`src/rtl/dsq_pkg.sv`:
```
package dsq_pkg;
  typedef enum logic [2:0] {
    ST_IDLE    = 3'd0,
    ST_WAIT    = 3'd1,
    ST_PUSH_HI = 3'd2,
    ST_PUSH_LO = 3'd3,
    ST_LOAD    = 3'd4
  } dsq_state_e;
endpackage

```
`src/rtl/dsq_ctrl.sv`:
```
module dsq_ctrl
  import dsq_pkg::*;
#(
  parameter int WAIT_CYC = 2
) (
  input  logic       clk,
  input  logic       rst_n,
  input  logic       start_i,
  output dsq_state_e state_o,
  output logic       accept_o
);
  localparam int CNT_W = (WAIT_CYC > 1) ? $clog2(WAIT_CYC) : 1;
  localparam logic [CNT_W-1:0] CNT_LAST = CNT_W'(WAIT_CYC - 1);

  dsq_state_e state_q, state_d;
  logic [CNT_W-1:0] cnt_q, cnt_d;

  assign accept_o = (state_q == ST_IDLE) && start_i;
  assign state_o  = state_q;

  always_comb begin
    state_d = state_q;
    cnt_d   = cnt_q;
    unique case (state_q)
      ST_IDLE: begin
        cnt_d = '0;
        if (start_i) state_d = ST_WAIT;
      end
      ST_WAIT: begin
        if (cnt_q == CNT_LAST) begin
          state_d = ST_PUSH_HI;
          cnt_d   = '0;
        end else begin
          cnt_d = cnt_q + 1'b1;
        end
      end
      ST_PUSH_HI: state_d = ST_PUSH_LO;
      ST_PUSH_LO: state_d = ST_LOAD;
      ST_LOAD:    state_d = ST_IDLE;
      default:    state_d = ST_IDLE;
    endcase
  end

  always_ff @(posedge clk) begin
    if (!rst_n) begin
      state_q <= ST_IDLE;
      cnt_q   <= '0;
    end else begin
      state_q <= state_d;
      cnt_q   <= cnt_d;
    end
  end

  AST_LOAD_ENDS: assert property (@(posedge clk) disable iff (!rst_n)
    (state_q == ST_LOAD) |=> (state_q == ST_IDLE));

  AST_START_IGNORED: assert property (@(posedge clk) disable iff (!rst_n)
    (state_q == ST_PUSH_HI) |=> (state_q == ST_PUSH_LO));
endmodule

```
`src/rtl/dsq_stack.sv`:
```
module dsq_stack
  import dsq_pkg::*;
#(
  parameter int BYTE_W = 8,
  parameter int ADDR_W = 16
) (
  input  logic              clk,
  input  logic              rst_n,
  input  logic              accept_i,
  input  dsq_state_e        state_i,
  input  logic [ADDR_W-1:0] pc_i,
  input  logic [ADDR_W-1:0] sp_i,
  output logic              we_o,
  output logic [ADDR_W-1:0] addr_o,
  output logic [BYTE_W-1:0] wdata_o,
  output logic [ADDR_W-1:0] sp_o
);
  localparam int PC_BYTES = ADDR_W / BYTE_W;

  logic [ADDR_W-1:0] pc_q, sp_q;
  logic [BYTE_W-1:0] pc_byte [PC_BYTES];

  for (genvar g = 0; g < PC_BYTES; g++) begin : g_split
    assign pc_byte[g] = pc_q[g*BYTE_W +: BYTE_W];
  end

  logic push_hi, push_lo;
  assign push_hi = (state_i == ST_PUSH_HI);
  assign push_lo = (state_i == ST_PUSH_LO);

  assign we_o    = push_hi || push_lo;
  assign addr_o  = sp_q - 1'b1;
  assign wdata_o = push_hi ? pc_byte[PC_BYTES-1] : pc_byte[0];
  assign sp_o    = sp_q;

  always_ff @(posedge clk) begin
    if (!rst_n) begin
      pc_q <= '0;
      sp_q <= '0;
    end else if (accept_i) begin
      pc_q <= pc_i;
      sp_q <= sp_i;
    end else if (we_o) begin
      sp_q <= sp_q - 1'b1;
    end
  end

  AST_WRITE_PAIR: assert property (@(posedge clk) disable iff (!rst_n)
    (we_o && $past(we_o)) |=> !we_o);

  AST_SECOND_ADDR: assert property (@(posedge clk) disable iff (!rst_n)
    (we_o && $past(we_o)) |-> (addr_o == $past(addr_o) - 1'b1));
endmodule

```
`src/rtl/dsq_vector.sv`:
```
module dsq_vector
  import dsq_pkg::*;
#(
  parameter int BYTE_W = 8,
  parameter int ADDR_W = 16
) (
  input  logic              clk,
  input  logic              rst_n,
  input  logic              accept_i,
  input  dsq_state_e        state_i,
  input  logic [BYTE_W-1:0] vec_i,
  output logic [ADDR_W-1:0] pc_o,
  output logic              done_o
);
  logic [BYTE_W-1:0] vec_q;
  logic [ADDR_W-1:0] pc_q, target;

  assign target = {{(ADDR_W-BYTE_W){1'b0}}, vec_q};
  assign done_o = (state_i == ST_LOAD);
  assign pc_o   = done_o ? target : pc_q;

  always_ff @(posedge clk) begin
    if (!rst_n) begin
      vec_q <= '0;
      pc_q  <= '0;
    end else begin
      if (accept_i) vec_q <= vec_i;
      if (done_o)   pc_q  <= target;
    end
  end

  AST_VEC_LEGAL: assert property (@(posedge clk) disable iff (!rst_n)
    accept_i |-> (vec_i inside {8'h40, 8'h48, 8'h50, 8'h58, 8'h60}));

  AST_DONE_PULSE: assert property (@(posedge clk) disable iff (!rst_n)
    done_o |=> !done_o);
endmodule

```
`src/rtl/irq_dispatch_seq.sv`:
```
module irq_dispatch_seq
  import dsq_pkg::*;
#(
  parameter int WAIT_CYC = 2,
  parameter int BYTE_W   = 8,
  parameter int ADDR_W   = 16
) (
  input  logic              clk,
  input  logic              rst_n,
  input  logic              start_i,
  input  logic [ADDR_W-1:0] pc_i,
  input  logic [ADDR_W-1:0] sp_i,
  input  logic [BYTE_W-1:0] vec_i,
  output logic              mem_we_o,
  output logic [ADDR_W-1:0] mem_addr_o,
  output logic [BYTE_W-1:0] mem_wdata_o,
  output logic [ADDR_W-1:0] sp_o,
  output logic [ADDR_W-1:0] pc_o,
  output logic              done_o,
  output logic              busy_o
);
  dsq_state_e state;
  logic       accept;

  dsq_ctrl #(.WAIT_CYC(WAIT_CYC)) u_ctrl (
    .clk(clk), .rst_n(rst_n), .start_i(start_i),
    .state_o(state), .accept_o(accept)
  );

  dsq_stack #(.BYTE_W(BYTE_W), .ADDR_W(ADDR_W)) u_stack (
    .clk(clk), .rst_n(rst_n), .accept_i(accept), .state_i(state),
    .pc_i(pc_i), .sp_i(sp_i), .we_o(mem_we_o), .addr_o(mem_addr_o),
    .wdata_o(mem_wdata_o), .sp_o(sp_o)
  );

  dsq_vector #(.BYTE_W(BYTE_W), .ADDR_W(ADDR_W)) u_vector (
    .clk(clk), .rst_n(rst_n), .accept_i(accept), .state_i(state),
    .vec_i(vec_i), .pc_o(pc_o), .done_o(done_o)
  );

  assign busy_o = (state != ST_IDLE);

  AST_DONE_THEN_IDLE: assert property (@(posedge clk) disable iff (!rst_n)
    done_o |=> !busy_o);

  AST_SP_DROP: assert property (@(posedge clk) disable iff (!rst_n)
    done_o |-> (sp_o == $past(sp_o, 2) - 2'd2));

  AST_PC_HOLD: assert property (@(posedge clk) disable iff (!rst_n)
    (!busy_o && $past(!busy_o)) |-> $stable(pc_o));
endmodule

```
`config.mk`:
```
export PLATFORM = sky130hd
export DESIGN_NAME = irq_dispatch_seq
export DESIGN_NICKNAME = d
export VERILOG_FILES = /design/src/rtl/dsq_pkg.sv /design/src/rtl/dsq_ctrl.sv /design/src/rtl/dsq_stack.sv /design/src/rtl/dsq_vector.sv /design/src/rtl/irq_dispatch_seq.sv
export SDC_FILE = /design/constraint.sdc
export NUM_CORES = 1
export LEC_CHECK = 0
export CAP_MARGIN = 30
export CORE_MARGIN = 2
export CORE_UTILIZATION = 41
export CTS_CLUSTER_SIZE = 12
export DETAILED_ROUTE_END_ITERATION = 12
export GPL_ROUTABILITY_DRIVEN = 0
export GPL_TIMING_DRIVEN = 0
export PLACE_DENSITY = 0.87
export SYNTH_ARGS = -nofsm -noshare
export SYNTH_HDL_FRONTEND = slang
export SYNTH_SLANG_ARGS = --single-unit
```
`constraint.sdc`:
```
create_clock -name clk -period 1.85 [get_ports clk]
set_input_delay 0.4625 -clock clk [delete_from_list [all_inputs] [get_ports clk]]
set_output_delay 0.4625 -clock clk [all_outputs]
set_load 0.03 [all_outputs]
```
* Yosys cells after proc, flatten, opt, wreduce, memory -nomap -nowiden *
Cells that the tools add are included.

operators by class
  $add $sub $neg = 2
  equality and inequality tests = 6
  mux-type cells = 9
  reduce and logical (&&, ||, !) cells = 7

operators by type and width
  cell                   count
  $mux 16                3
  $sub 16x1->16 const B  1
  $pmux 3 s4             1
  $mux 8                 1
  $eq 3x2->1 const B     2
  $mux 3                 2
  $reduce_bool 2->1      2
  $eq 3x1->1 const B     1
  $eq 3x3->1 const B     1
  $logic_not 3->1        1
  $reduce_bool 3->1      1
  $ne 2x1->1 const B     1
  $ne 2x2->1 const B     1
  $pmux 1 s2             1
  $reduce_and 2->1       1
  $add 1x1->1 const B    1
  $logic_and 1x1->1      1
  $logic_or 1x1->1       1
  $mux 1                 1

word-level totals
  register bits = 60
  input bits = 43
  output and inout port bits = 59

* Longest topological paths before layout *
  word-level depth = 4
  gate-level depth with buffers = 7
  gate-level depth less buffers = 6

* Modules after synthesis *
A second synthesis with hierarchy kept.

second synthesis, totals
  cell total of the unflattened synthesis = 319
  area total of the unflattened synthesis = 2996.6 µm²

modules (own cells, without submodules)
  module            instances  cells an instance  area each (µm²)  seq. area each (µm²)
  dsq_stack         1          204                1809.2           640.6
  dsq_vector        1          97                 1014.7           480.5
  dsq_ctrl          1          17                 166.4            80.1
  irq_dispatch_seq  1          1                  6.3              0.0

* Worst setup path before layout *
OpenSTA, ideal clock, no wires.

  kind = reg2out
  from = register u_stack.sp_q[0] (netlist: u_stack.sp_o[0])
  to = output mem_addr_o[14]
  arrival time = 1.959 ns
  path slack = -0.572 ns
  stages on the path, launching flop included = 6
  buffers on the path = 0
  cell sequence = dfxtp_1 > inv_1 > ha_1 > nor2b_1 > and4_1 > xor2_1

between the ends
  word-level cells in the longest chain between the ends = 1

RTL lines
  element                   RTL line                source
  start: declaration        dsq_stack.sv:20         logic [ADDR_W-1:0] pc_q, sp_q;
  start signal: assignment  dsq_stack.sv:42         sp_q <= sp_i;
  start signal: assignment  dsq_stack.sv:44         sp_q <= sp_q - 1'b1;
  $sub 16x1->16             dsq_stack.sv:32         assign addr_o = sp_q - 1'b1;
  end: declaration          irq_dispatch_seq.sv:15  output logic [ADDR_W-1:0] mem_addr_o,

Every way passes these cells.

* Worst setup path after layout *
  from = register u_stack.sp_q[5] (netlist: u_stack.sp_o[5])
  to = output mem_addr_o[12]

The elaborated chain is that of the path after synthesis.

==> flow_summary.toml <==
[clock_tree]
htree_levels = 3
hold_buffers = 0
clk_latency_ps = 340
numCtsBuffers = 9
path_clk_slew_ps = 70
clock-root-buffer = "clkbuf_8"
cts.sinks = 60
cts_tree = "built"
clockBufferDepth = 2

[route]
dr_total_vias = 3277
dr.first_iter.drc_count = 211
wire_per_inst_microns = 17.64
vias_per_cell = 5.462
routed_wl_mm = 10.58
first_pass_iters = 5
drcViolationCount = 0
ant_nets = 0

[grt]
grt_pass1_wl_mm = 14.84
grt_max_degree = 13
antenna_found_initial = 0
grt_pass1_vias = 3119
grt-ovfl-total = 0
gr-usage-all-layers_pct = 24.98

[power]
leakage_uw = 0.002221
ir_drop_uv = 456.3
pwr_density_cell_mw_per_mm2 = 797.8
total_power_uw = 4090

[setup_path]
crit_path_top_delay_cell = "nor4_4"
cp_num_buf_inv = 4
cp.required_ps = 1390
cp_common_cell = "buf_6"
critPathMaxStageDelay_ps = 440
critPathTopFamily = "buffers and inverters"
start_kind = "register"
cp.arrival_ps = 2020
end_kind = "output port"
cp_max_fo = 5
path_class = "register to output port"
crit_chain = "nor4_4 > buf_6 > buf_4 > buf_6 > nand4_4 > xnor2_2 > buf_6"

[floorplan]
fp.dieArea_sq_mm = 0.007680
coreArea_sq_mm = 0.006794
start_util_pct = 42.21
dieHeight_microns = 87.64
io_pins = 102
placementRows = 30
die_x_microns = 87.64

[synthesis]
synth_seq_area_share_pct = 41.88
synth-simple-area-share_pct = 26.79
synth_seq_cells = 60
yosys.area_share.adder_pct = 0.4363
synth_compound_area_share_pct = 15.23
synth_area_sq_mm = 0.002868
synth_top_area_cell = "dfxtp_1"
syn_nets = 386
synth-warning-count = 0
synth_top_family_by_area = "simple AND/OR/NAND/NOR gates"
synth_ff_type = "dfxtp_1"
synth.mux.area_fraction_pct = 6.675
netlist.area_leader.share_pct = 41.88
synth_commonest_cells = "nand2_1 (68), dfxtp_1 (60), a21oi_1 (40), and2_1 (17), mux2_2 (16)"
synthMostInstantiatedCell = "nand2_1"
syn_avg_cell_area_sq_um = 8.385
syn_inst = 342
synth_xor_area_share_pct = 3.970
synth_edf_count = 0
synth_area_leaders = "dfxtp_1 (42%), nand2_1 (8.9%), a21oi_1 (7.0%)"
async_reset_ff_share_pct = 0
synthDistinctLibCells = 48

[sta]
fin_skew_ps = 11.93
final.setup.worst_slack_ps = -633.5
slew_violations = 0
maxSlewHeadroom_pct = 63.29
max_clock_freq_mhz = 402.7
fin_setup_tns_ps = -12830
finalHoldViolCount = 0
worstMarginPinSlew_ps = 550.6
timing.final.crit_share_pct = 134.2
setup_viol = 43
whs_ps = 453.1
fin_crit_ps = 2483
rsz0062_at_grt = "yes"

[final_layout]
syn_to_final_growth_pct = 78.75
diodes = 0
drive_gt1_share_pct = 40.28
nets = 543

[status]
failed_checks = "setup timing"
status = "finished, violations left"

[run]
maxCapViolCount = 0

[placed_design]
hpwl_mm = 5.765
io_buffers = 101

[worst_hold_path]
hp-class = "register to register"
-- flip-flops by register name, indices dropped and copies added (netlist names) --
name            count
u_ctrl.cnt_q        1
u_vector.pc_q      16
u_ctrl.state_o      3
u_stack.pc_q       16
u_stack.sp_o       16
u_vector.vec_q      8
-- per-layer routing --
layer / vias up / routed length, microns / track usage (%)
li1: 1481 / - / -
met4: 0 / 555 / 13.71
met5: - / 0 / 0
met2: 212 / 5263 / 42.29
met1: 1533 / 3997 / 30.09
met3: 51 / 767 / 4.241
-- cells in the final DEF, fill, tap and decap left out, drive strengths merged, types with 3 or more instances in the layout --
cell | netlist | final
dfxtp | 60 | 60
clkinv | 0 | 3
clkdlybuf4s50 | 0 | 42
xnor2 | 8 | 8
a22oi | 3 | 3
nor3 | 5 | 5
nor2 | 15 | 15
dlygate4sd2 | 0 | 14
clkbuf | 13 | 23
a31oi | 8 | 8
xor2 | 5 | 5
a21oi | 40 | 40
dlymetal6s2s | 0 | 3
a21o | 3 | 3
o21ai | 9 | 9
and2 | 17 | 17
mux2 | 17 | 17
buf | 13 | 101
nor2b | 9 | 9
nand3 | 7 | 7
inv | 7 | 7
nand2 | 68 | 68
-- metrics by stage --
step | setup WS, ps | instances | utilization (%) | cell area, sq um
2_1_floorplan | -117.1 | 342 | - | 3063
3_3_place_gp | -751.2 | 539 | 61.73 | 4194
3_5_place_dp | -767.3 | 539 | 61.73 | 4194
4_1_cts | -548.1 | 587 | 71.33 | 4846
5_1_grt | -672.9 | 600 | 75.45 | 5126
6_report | -633.5 | 600 | 75.45 | 5126
-- repair_timing --
action,4_1_cts,5_1_grt
gates resized for setup,361,66
pin swaps,16,14
buffers inserted,32,16
endpoints found under the hold margin,0,0
cloned,1,0
setup endpoints to repair,65,78
-- cell type report --
type                       instances  area (sq um)
buffer                            25         198.9
clock buffer                      12         165.2
clock inverter                     4         22.52
fill                             441          1668
inverter                           7         28.78
multi-input combinational        249          1912
sequential                        60          1236
tap                               96         120.1
timing repair buffer             147          1443
-- kinds of logic (layout without fill, tap and decap cells) --
logic type                 count (synthesis)  in the layout
DFF                                       60             60
buffers and inverters                     33            195
AOI/OAI and AO/OA                         74             74
xor gates and xnor gates                  13             13
and+or+nand+nor                          144            144
adders and majority gates                  1              1
muxes                                     17             17
-- power breakdown --
group          leakage (uW)  total [uW]  internal, uW  switching, uW
Combinational       0.00163        1530           723            809
Sequential         0.000498        1450          1360           85.2
Clock             0.0000982        1110           588            524
-- worst register-to-register path, cell delays in order, from the launching register on --
cell and delay (ps):
dfxtp_4 370, nor4_4 440, buf_6 190, buf_4 110, buf_6 110, nand4_4 90
buf_6 150, o311a_1 330, a21oi_2 170
-- path summary, 6_finish.rpt --
check                           slack [ps]  cells past startpoint                end               from
worst max-delay path                  -630                      7     mem_addr_o[12]    u_stack.sp_o[5]
worst min-delay path                   450                      2  u_vector.vec_q[3]  u_vector.vec_q[3]
worst min register to register         450                      2  u_vector.vec_q[3]  u_vector.vec_q[3]
worst max register to register        -180                      8   u_stack.sp_o[12]    u_stack.sp_o[5]
(Power assumes the default switching activity.)
